==> src/rtl/pe_pkg.sv <==
`timescale 1ns/1ps
package pe_pkg;
  typedef enum logic [2:0] {
    OP_RESET  = 3'd0,
    OP_PROG   = 3'd1,
    OP_SERASE = 3'd2,
    OP_CERASE = 3'd3,
    OP_SUSP   = 3'd4,
    OP_RESUME = 3'd5
  } op_e;

  typedef enum logic [2:0] {
    ST_READ  = 3'd0,
    ST_PROG  = 3'd1,
    ST_PRE   = 3'd2,
    ST_WAIT  = 3'd3,
    ST_WIPE  = 3'd4,
    ST_SUSP  = 3'd5,
    ST_SPROG = 3'd6,
    ST_FAIL  = 3'd7
  } st_e;
endpackage

==> src/rtl/pe_array.sv <==
`timescale 1ns/1ps
module pe_array #(
  parameter int AW = 7,
  localparam int DEPTH = 1 << AW
) (
  input  logic          clk,
  input  logic          we,
  input  logic [AW-1:0] waddr,
  input  logic [7:0]    wdat,
  input  logic [AW-1:0] raddr_a,
  output logic [7:0]    rdat_a,
  input  logic [AW-1:0] raddr_b,
  output logic [7:0]    rdat_b
);
  logic [7:0] mem [DEPTH];

  always_ff @(posedge clk) begin
    if (we) mem[waddr] <= wdat;
  end

  assign rdat_a = mem[raddr_a];
  assign rdat_b = mem[raddr_b];
endmodule

==> src/rtl/pe_timer.sv <==
`timescale 1ns/1ps
module pe_timer #(
  parameter int CW = 4
) (
  input  logic          clk,
  input  logic          rst_n,
  input  logic          en,
  input  logic          clr,
  output logic [CW-1:0] cnt
);
  logic [CW-1:0] cnt_n;

  always_comb begin
    cnt_n = cnt;
    if (clr)     cnt_n = '0;
    else if (en) cnt_n = cnt + CW'(1);
  end

  always_ff @(posedge clk or negedge rst_n) begin
    if (!rst_n) cnt <= '0;
    else        cnt <= cnt_n;
  end
endmodule

==> src/rtl/pe_status.sv <==
`timescale 1ns/1ps
module pe_status (
  input  logic       clk,
  input  logic       rst_n,
  input  logic       rd_fire,
  input  logic       show_stat,
  input  logic       poll_bit,
  input  logic       limit_bit,
  input  logic [7:0] arr_data,
  output logic [7:0] rdata
);
  logic       tog, tog_n;
  logic [7:0] rdata_n;

  always_comb begin
    tog_n   = tog;
    rdata_n = rdata;
    if (rd_fire) begin
      if (show_stat) begin
        rdata_n = {poll_bit, tog, limit_bit, 5'b00000};
        tog_n   = ~tog;
      end else begin
        rdata_n = arr_data;
      end
    end
  end

  always_ff @(posedge clk or negedge rst_n) begin
    if (!rst_n) begin
      tog   <= 1'b0;
      rdata <= 8'h00;
    end else begin
      tog   <= tog_n;
      rdata <= rdata_n;
    end
  end
endmodule

==> src/rtl/pe_engine.sv <==
`timescale 1ns/1ps
module pe_engine
  import pe_pkg::*;
#(
  parameter int SEC_BITS  = 4,
  parameter int PROG_CYC  = 4,
  parameter int LIMIT_CYC = 12,
  parameter int WAIT_CYC  = 6,
  localparam int SW = 3,
  localparam int AW = SW + SEC_BITS
) (
  input  logic          clk,
  input  logic          rst_n,
  input  logic          sel,
  input  logic          cmd_valid,
  input  logic [2:0]    cmd_op,
  input  logic [AW-1:0] addr,
  input  logic [7:0]    wdata,
  input  logic          rd_en,
  input  logic [7:0]    prot,
  output logic [7:0]    rdata,
  output logic          busy
);
  localparam int MAXC = (LIMIT_CYC > WAIT_CYC) ? LIMIT_CYC : WAIT_CYC;
  localparam int CW   = $clog2(MAXC + 1);

  // reset: asynchronous assert, synchronous release
  logic [1:0] rsync;
  logic       rst_i;
  always_ff @(posedge clk or negedge rst_n) begin
    if (!rst_n) rsync <= 2'b00;
    else        rsync <= {rsync[0], 1'b1};
  end
  assign rst_i = rsync[1];

  st_e           st, st_n, rs, rs_n;
  logic [AW-1:0] pa, pa_n, ptr, ptr_n, elo, elo_n, ehi, ehi_n;
  logic [7:0]    pd, pd_n, eset, eset_n;
  logic          we, tclr;
  logic [AW-1:0] wa;
  logic [7:0]    wd, old_a, arr_b;
  logic [CW-1:0] cnt;
  logic          fire, rd_fire, conflict;
  logic [SW-1:0] csec, psec;
  op_e           op;

  assign fire     = cmd_valid & sel;
  assign rd_fire  = rd_en & sel;
  assign op       = op_e'(cmd_op);
  assign csec     = addr[AW-1 -: SW];
  assign psec     = ptr[AW-1 -: SW];
  assign conflict = |(~old_a & pd);
  assign busy     = (st != ST_READ) && (st != ST_SUSP);

  pe_array #(.AW(AW)) u_array (
    .clk(clk), .we(we), .waddr(wa), .wdat(wd),
    .raddr_a(pa), .rdat_a(old_a),
    .raddr_b(addr), .rdat_b(arr_b)
  );

  pe_timer #(.CW(CW)) u_timer (
    .clk(clk), .rst_n(rst_i), .en(busy), .clr(tclr), .cnt(cnt)
  );

  pe_status u_status (
    .clk(clk), .rst_n(rst_i), .rd_fire(rd_fire), .show_stat(busy),
    .poll_bit((st == ST_PROG || st == ST_SPROG || st == ST_FAIL) ? ~pd[7] : 1'b0),
    .limit_bit(st == ST_FAIL),
    .arr_data(arr_b), .rdata(rdata)
  );

  always_comb begin
    st_n   = st;
    rs_n   = rs;
    pa_n   = pa;
    pd_n   = pd;
    eset_n = eset;
    ptr_n  = ptr;
    elo_n  = elo;
    ehi_n  = ehi;
    we     = 1'b0;
    wa     = ptr;
    wd     = 8'h00;
    tclr   = 1'b0;
    case (st)
      ST_READ: begin
        if (fire) begin
          case (op)
            OP_PROG: if (!prot[csec]) begin
              pa_n = addr;
              pd_n = wdata;
              tclr = 1'b1;
              st_n = ST_PROG;
            end
            OP_SERASE: if (!prot[csec]) begin
              eset_n       = '0;
              eset_n[csec] = 1'b1;
              ptr_n        = {csec, {SEC_BITS{1'b0}}};
              elo_n        = {csec, {SEC_BITS{1'b0}}};
              ehi_n        = {csec, {SEC_BITS{1'b1}}};
              st_n         = ST_PRE;
            end
            OP_CERASE: if (~prot != 8'h00) begin
              eset_n = ~prot;
              ptr_n  = '0;
              elo_n  = '0;
              ehi_n  = '1;
              st_n   = ST_PRE;
            end
            default: ;
          endcase
        end
      end
      ST_PROG, ST_SPROG: begin
        wa = pa;
        wd = old_a & pd;
        if (!conflict && cnt == CW'(PROG_CYC - 1)) begin
          we   = 1'b1;
          st_n = (st == ST_PROG) ? ST_READ : ST_SUSP;
        end else if (conflict && cnt == CW'(LIMIT_CYC - 1)) begin
          we   = 1'b1;
          st_n = ST_FAIL;
        end
      end
      ST_PRE, ST_WIPE: begin
        if (fire && op == OP_SUSP) begin
          rs_n = st;
          st_n = ST_SUSP;
        end else begin
          we = eset[psec];
          wd = (st == ST_WIPE) ? 8'hFF : 8'h00;
          if (ptr == ehi) begin
            ptr_n = elo;
            tclr  = 1'b1;
            st_n  = (st == ST_PRE) ? ST_WAIT : ST_READ;
          end else begin
            ptr_n = ptr + AW'(1);
          end
        end
      end
      ST_WAIT: begin
        if (fire && op == OP_SUSP) begin
          rs_n = ST_WAIT;
          st_n = ST_SUSP;
        end else if (cnt == CW'(WAIT_CYC - 1)) begin
          st_n = ST_WIPE;
        end
      end
      ST_SUSP: begin
        if (fire && op == OP_RESUME) begin
          tclr = 1'b1;
          st_n = rs;
        end else if (fire && op == OP_PROG && !prot[csec] && !eset[csec]) begin
          pa_n = addr;
          pd_n = wdata;
          tclr = 1'b1;
          st_n = ST_SPROG;
        end
      end
      ST_FAIL: begin
        if (fire && op == OP_RESET) st_n = ST_READ;
      end
      default: st_n = ST_READ;
    endcase
  end

  always_ff @(posedge clk or negedge rst_i) begin
    if (!rst_i) begin
      st   <= ST_READ;
      rs   <= ST_PRE;
      pa   <= '0;
      pd   <= 8'hFF;
      eset <= '0;
      ptr  <= '0;
      elo  <= '0;
      ehi  <= '0;
    end else begin
      st   <= st_n;
      rs   <= rs_n;
      pa   <= pa_n;
      pd   <= pd_n;
      eset <= eset_n;
      ptr  <= ptr_n;
      elo  <= elo_n;
      ehi  <= ehi_n;
    end
  end
endmodule

==> config.mk <==
export PLATFORM = sky130hd
export DESIGN_NAME = pe_engine
export DESIGN_NICKNAME = d
export VERILOG_FILES = /design/src/rtl/pe_pkg.sv /design/src/rtl/pe_array.sv /design/src/rtl/pe_timer.sv /design/src/rtl/pe_status.sv /design/src/rtl/pe_engine.sv
export SDC_FILE = /design/constraint.sdc
export NUM_CORES = 1
export LEC_CHECK = 0
export BUFFER_PORTS_ARGS = -buffer_cell sky130_fd_sc_hd__buf_4
export CORE_UTILIZATION = 56
export DETAILED_ROUTE_END_ITERATION = 7
export GPL_TIMING_DRIVEN = 0
export PLACE_DENSITY = 0.76
export REMOVE_ABC_BUFFERS = 1
export SYNTH_ARGS = -nofsm -noshare
export SYNTH_HDL_FRONTEND = slang
export SYNTH_HIERARCHICAL = 1
export SYNTH_SLANG_ARGS = --single-unit
==> constraint.sdc <==
create_clock -name clk -period 1.75 [get_ports clk]
set_clock_uncertainty 0.05 [all_clocks]
set_input_delay 0 -clock clk [delete_from_list [all_inputs] [get_ports clk]]
set_output_delay 0 -clock clk [all_outputs]
set_load 0.1 [all_outputs]
==> results_dict.tcl <==
set metrics [dict create \
    outcome "complete, but fails checks" \
    violations "setup timing" \
    max_slew_margin_pct 1.479 \
    synth_top_area_share_pct 60.05 \
    start_kind "flop" \
    worstMarginPinSlew_ps 1478 \
    initial_core_util_pct 56.71 \
    hold_violations 0 \
    netlist.top_cell.by_area "edfxtp_1" \
    drive_gt1_share_pct 48.75 \
    required_ps 2140 \
    final_nets 2704 \
    slowest_stage "mux4_2" \
    io_buffer_count 39 \
    layout_common_cells "1024 x edfxtp_1, 676 x mux4_2, 111 x nor2_4" \
    areaGrowthSynthToFinish_pct 19.76 \
    ant_nets 0 \
    drc 0 \
    dp.cells 3505 \
    final_max_slew_viol_count 0 \
    worstPathArrival_ps 5660 \
    vdd_ir_drop_max_uv 907.7 \
    min_path_type "input pin to flop" \
    grt_pass1_wl_mm 217.5 \
    htree_levels 3 \
    max_stage_delay_ps 570 \
    setup_ws_ps -3516 \
    cts_sinks 1082 \
    firstDrtPassIters 8 \
    cts_made_buffers 109 \
    setup_viol 2102 \
    synthDistinctLibCells 66 \
    end_kind "flop" \
    overflow 0 \
    async_flop_share_pct 5.360 \
    synth_edf_count 1024 \
    power_leakage_nw 19.03 \
    cts_buffer_depth 3 \
    path_class "flop to flop" \
    place.gp.congestion 0.8726 \
    fmaxAchievable_ghz 0.1899 \
    yosysSeqAreaShare_pct 62.91 \
    fp.coreArea_um2 90290 \
    die_x_um 304.4 \
    drv_cap 0 \
    yosysWarnings 6 \
    ys_ff_latch 1082 \
    fillers 5194 \
    syn_avg_cell_area_um2 21.08 \
    finalCriticalPeriod_ps 5266 \
    critPathBufInv 10 \
    crit_top_cell "buf_12" \
    core.rowCount 110 \
    pre_cts_ws_ps -6675 \
    clk_latency_ps 700 \
    grt_pass1_vias 30510 \
    critical_path.max_fanout 10 \
    ys_top_cells_by_area "edfxtp_1 60%, mux4_2 30%, dfrtp_1 2.4%" \
    die_area_um2 92650 \
    drt_wl_total_mm 153.1 \
    rsz0062_at_grt "true" \
    final_cells 3940 \
    drt_iter0_drc 5094 \
    vias 29881 \
    clk_pin_slew_worst_paths_ps 60 \
    clockRootBuffer "clkbuf_16" \
    antenna_found_initial 8 \
    synthCells 2429 \
    io_pins 40 \
    vias_per_cell 7.584 \
    cp_top_family "multiplexers" \
    grtUsageTotal_pct 33.09 \
    tritoncts "done" \
    cp_cell_sequence "buf_16 > buf_12 > buf_16 > buf_16 > mux4_2 > mux4_2 > mux4_2 > mux2_4 > nor2b_4 > a2111oi_4 > buf_4 > and3_4 > nor2_2 > o22ai_4 > buf_12 > nor2b_4 > buf_8 > nand3_4 > buf_12 > buf_12 > nor2_4 > buf_12" \
    fin_crit_sh_pct 300.9 \
    wl_per_cell_um 38.87 \
    grt_max_degree 90 \
    die_h_um 304.4 \
    syn_area_um2 51200 \
    post-dp-hpwl_mm 83.24 \
    synth_ff_type "edfxtp_1" \
    layout_commonest_cell "edfxtp_1" \
    pwr_density_cell_nw_per_um2 1330 \
]
-- kinds of logic (layout without fill, tap and decap cells) --
kind of cell | after synthesis | count (layout) | synth area share [%]
flops | 1082 | 1082 | 62.91
mux | 733 | 733 | 31.07
simple gates | 316 | 318 | 2.844
buf+inv | 201 | 533 | 1.872
compound gates | 84 | 84 | 1.073
xor+xnor | 10 | 10 | 0.1711
fa+ha+maj | 2 | 2 | 0.04886
other cells | 1 | 2 | 0.007324
-- through the flow --
step | hold slack (ps) | total power, mW | area [um^2] | util (%) | setup TNS (ps)
6_report | 47.52 | 81.54 | 61320 | 67.92 | -5911550
5_1_grt | 58.63 | 83.14 | 61320 | 67.92 | -6008200
4_1_cts | -32.67 | 79.93 | 60680 | 67.21 | -5663680
3_5_place_dp | -266.1 | 54.57 | 53450 | 59.20 | -9219960
3_3_place_gp | -267.7 | 44.64 | 52040 | 57.64 | -
2_1_floorplan | -345.6 | 43.25 | 50280 | - | -
-- sequential cells by signal, summed over array words and instances (netlist names) --
signal / count
pa: 7
u_status/tog: 1
rs: 3
elo: 3
pd: 8
ptr: 7
eset: 8
rsync: 2
st: 3
ehi: 4
u_array/mem: 1024
u_timer/cnt: 4
u_status/rdata: 8
-- worst reg2reg max path, cell delays in order, from the launching register on --
cell	delay, ps
dfrtp_4	450
buf_16	150
buf_12	140
buf_16	180
buf_16	180
mux4_2	490
mux4_2	570
mux4_2	560
mux2_4	320
nor2b_4	140
a2111oi_4	80
buf_4	150
and3_4	170
nor2_2	140
o22ai_4	100
buf_12	210
nor2b_4	140
buf_8	170
nand3_4	80
buf_12	170
buf_12	140
nor2_4	40
buf_12	190
-- path summary, 6_finish.rpt --
kind	start	to	slack, ps	cells after the start
setup / recovery	pa[0]$_DFFE_PN0P_	u_array/mem[6][2]$_DFFE_PP_	-3520	22
max in group asynchronous	rsync[1]$_DFF_PN0_	pd[1]$_DFFE_PN1P_	850	1
setup reg to reg	pa[0]$_DFFE_PN0P_	u_array/mem[6][2]$_DFFE_PP_	-3520	22
min in group asynchronous	rst_n	rsync[0]$_DFF_PN0_	130	3
hold reg to reg	rsync[1]$_DFF_PN0_	eset[0]$_DFFE_PN0P_	150	0
hold / removal	cmd_op[1]	st[2]$_DFFE_PN0P_	50	5
-- area by class of cell --
type | count | area (um^2) | share of cell area, %
Clock buffer | 145 | 2934 | 4.785
Timing Repair Buffer | 321 | 4807 | 7.839
Tap cell | 1176 | 1471 | 2.399
Inverter | 9 | 33.78 | 0.05509
Multi-Input combinational cell | 1148 | 19350 | 31.55
Antenna cell | 1 | 2.502 | 0.004081
Clock inverter | 58 | 495.5 | 0.8080
Sequential cell | 1082 | 32230 | 52.56
-- synth_stat cells, drive strengths merged, types with 2 or more instances --
| cell type | count |
|---|---|
| mux2 | 46 |
| nand2 | 55 |
| nand2b | 8 |
| nor3 | 17 |
| inv | 9 |
| and3b | 2 |
| nor3b | 3 |
| or3 | 5 |
| o21a | 3 |
| nand4b | 2 |
| a22o | 3 |
| a31oi | 3 |
| dfrtp | 49 |
| ha | 2 |
| edfxtp | 1024 |
| o21ai | 32 |
| a21boi | 2 |
| or4 | 2 |
| and2 | 4 |
| o221ai | 2 |
| and3 | 5 |
| nand3 | 19 |
| nand4 | 7 |
| nor4 | 2 |
| a41oi | 2 |
| nor2 | 156 |
| o21bai | 2 |
| a21oi | 23 |
| xnor2 | 9 |
| nor2b | 17 |
| clkbuf | 91 |
| nand3b | 7 |
| buf | 101 |
| o22ai | 3 |
| mux2i | 10 |
| mux4 | 677 |
| a2111oi | 2 |
| dfstp | 9 |
-- repair_timing --
| item | CTS | global route |
|---|---|---|
| pin swaps | 78 | 23 |
| gates cloned | 19 | 2 |
| resized for setup | 299 | 49 |
| hold buffers | 38 | 0 |
| endpoints found under the hold margin | 46 | 0 |
| setup buffers | 147 | 35 |
| endpoints found under the setup margin | 2102 | 2103 |
-- routing by layer --
metal  vias up  track usage, %  wire (um)
met1     15719           44.09      51700
met2      2588           51.56      73330
li1      11121               -          -
met4         4           13.48       6764
met3       449           10.00      21320
met5         -               0         31
-- report_power, final --
group / total [mW] / internal (mW) / switching (mW) / leakage [nW]
combinational: 25.5 / 10.6 / 14.8 / 7.25
sequential: 33.2 / 31.8 / 1.35 / 10.1
clock: 22.9 / 12.7 / 10.2 / 1.67
total: 81.5 / 55.2 / 26.4 / 19.0
Note: power is estimated with default switching activity, not from simulation.
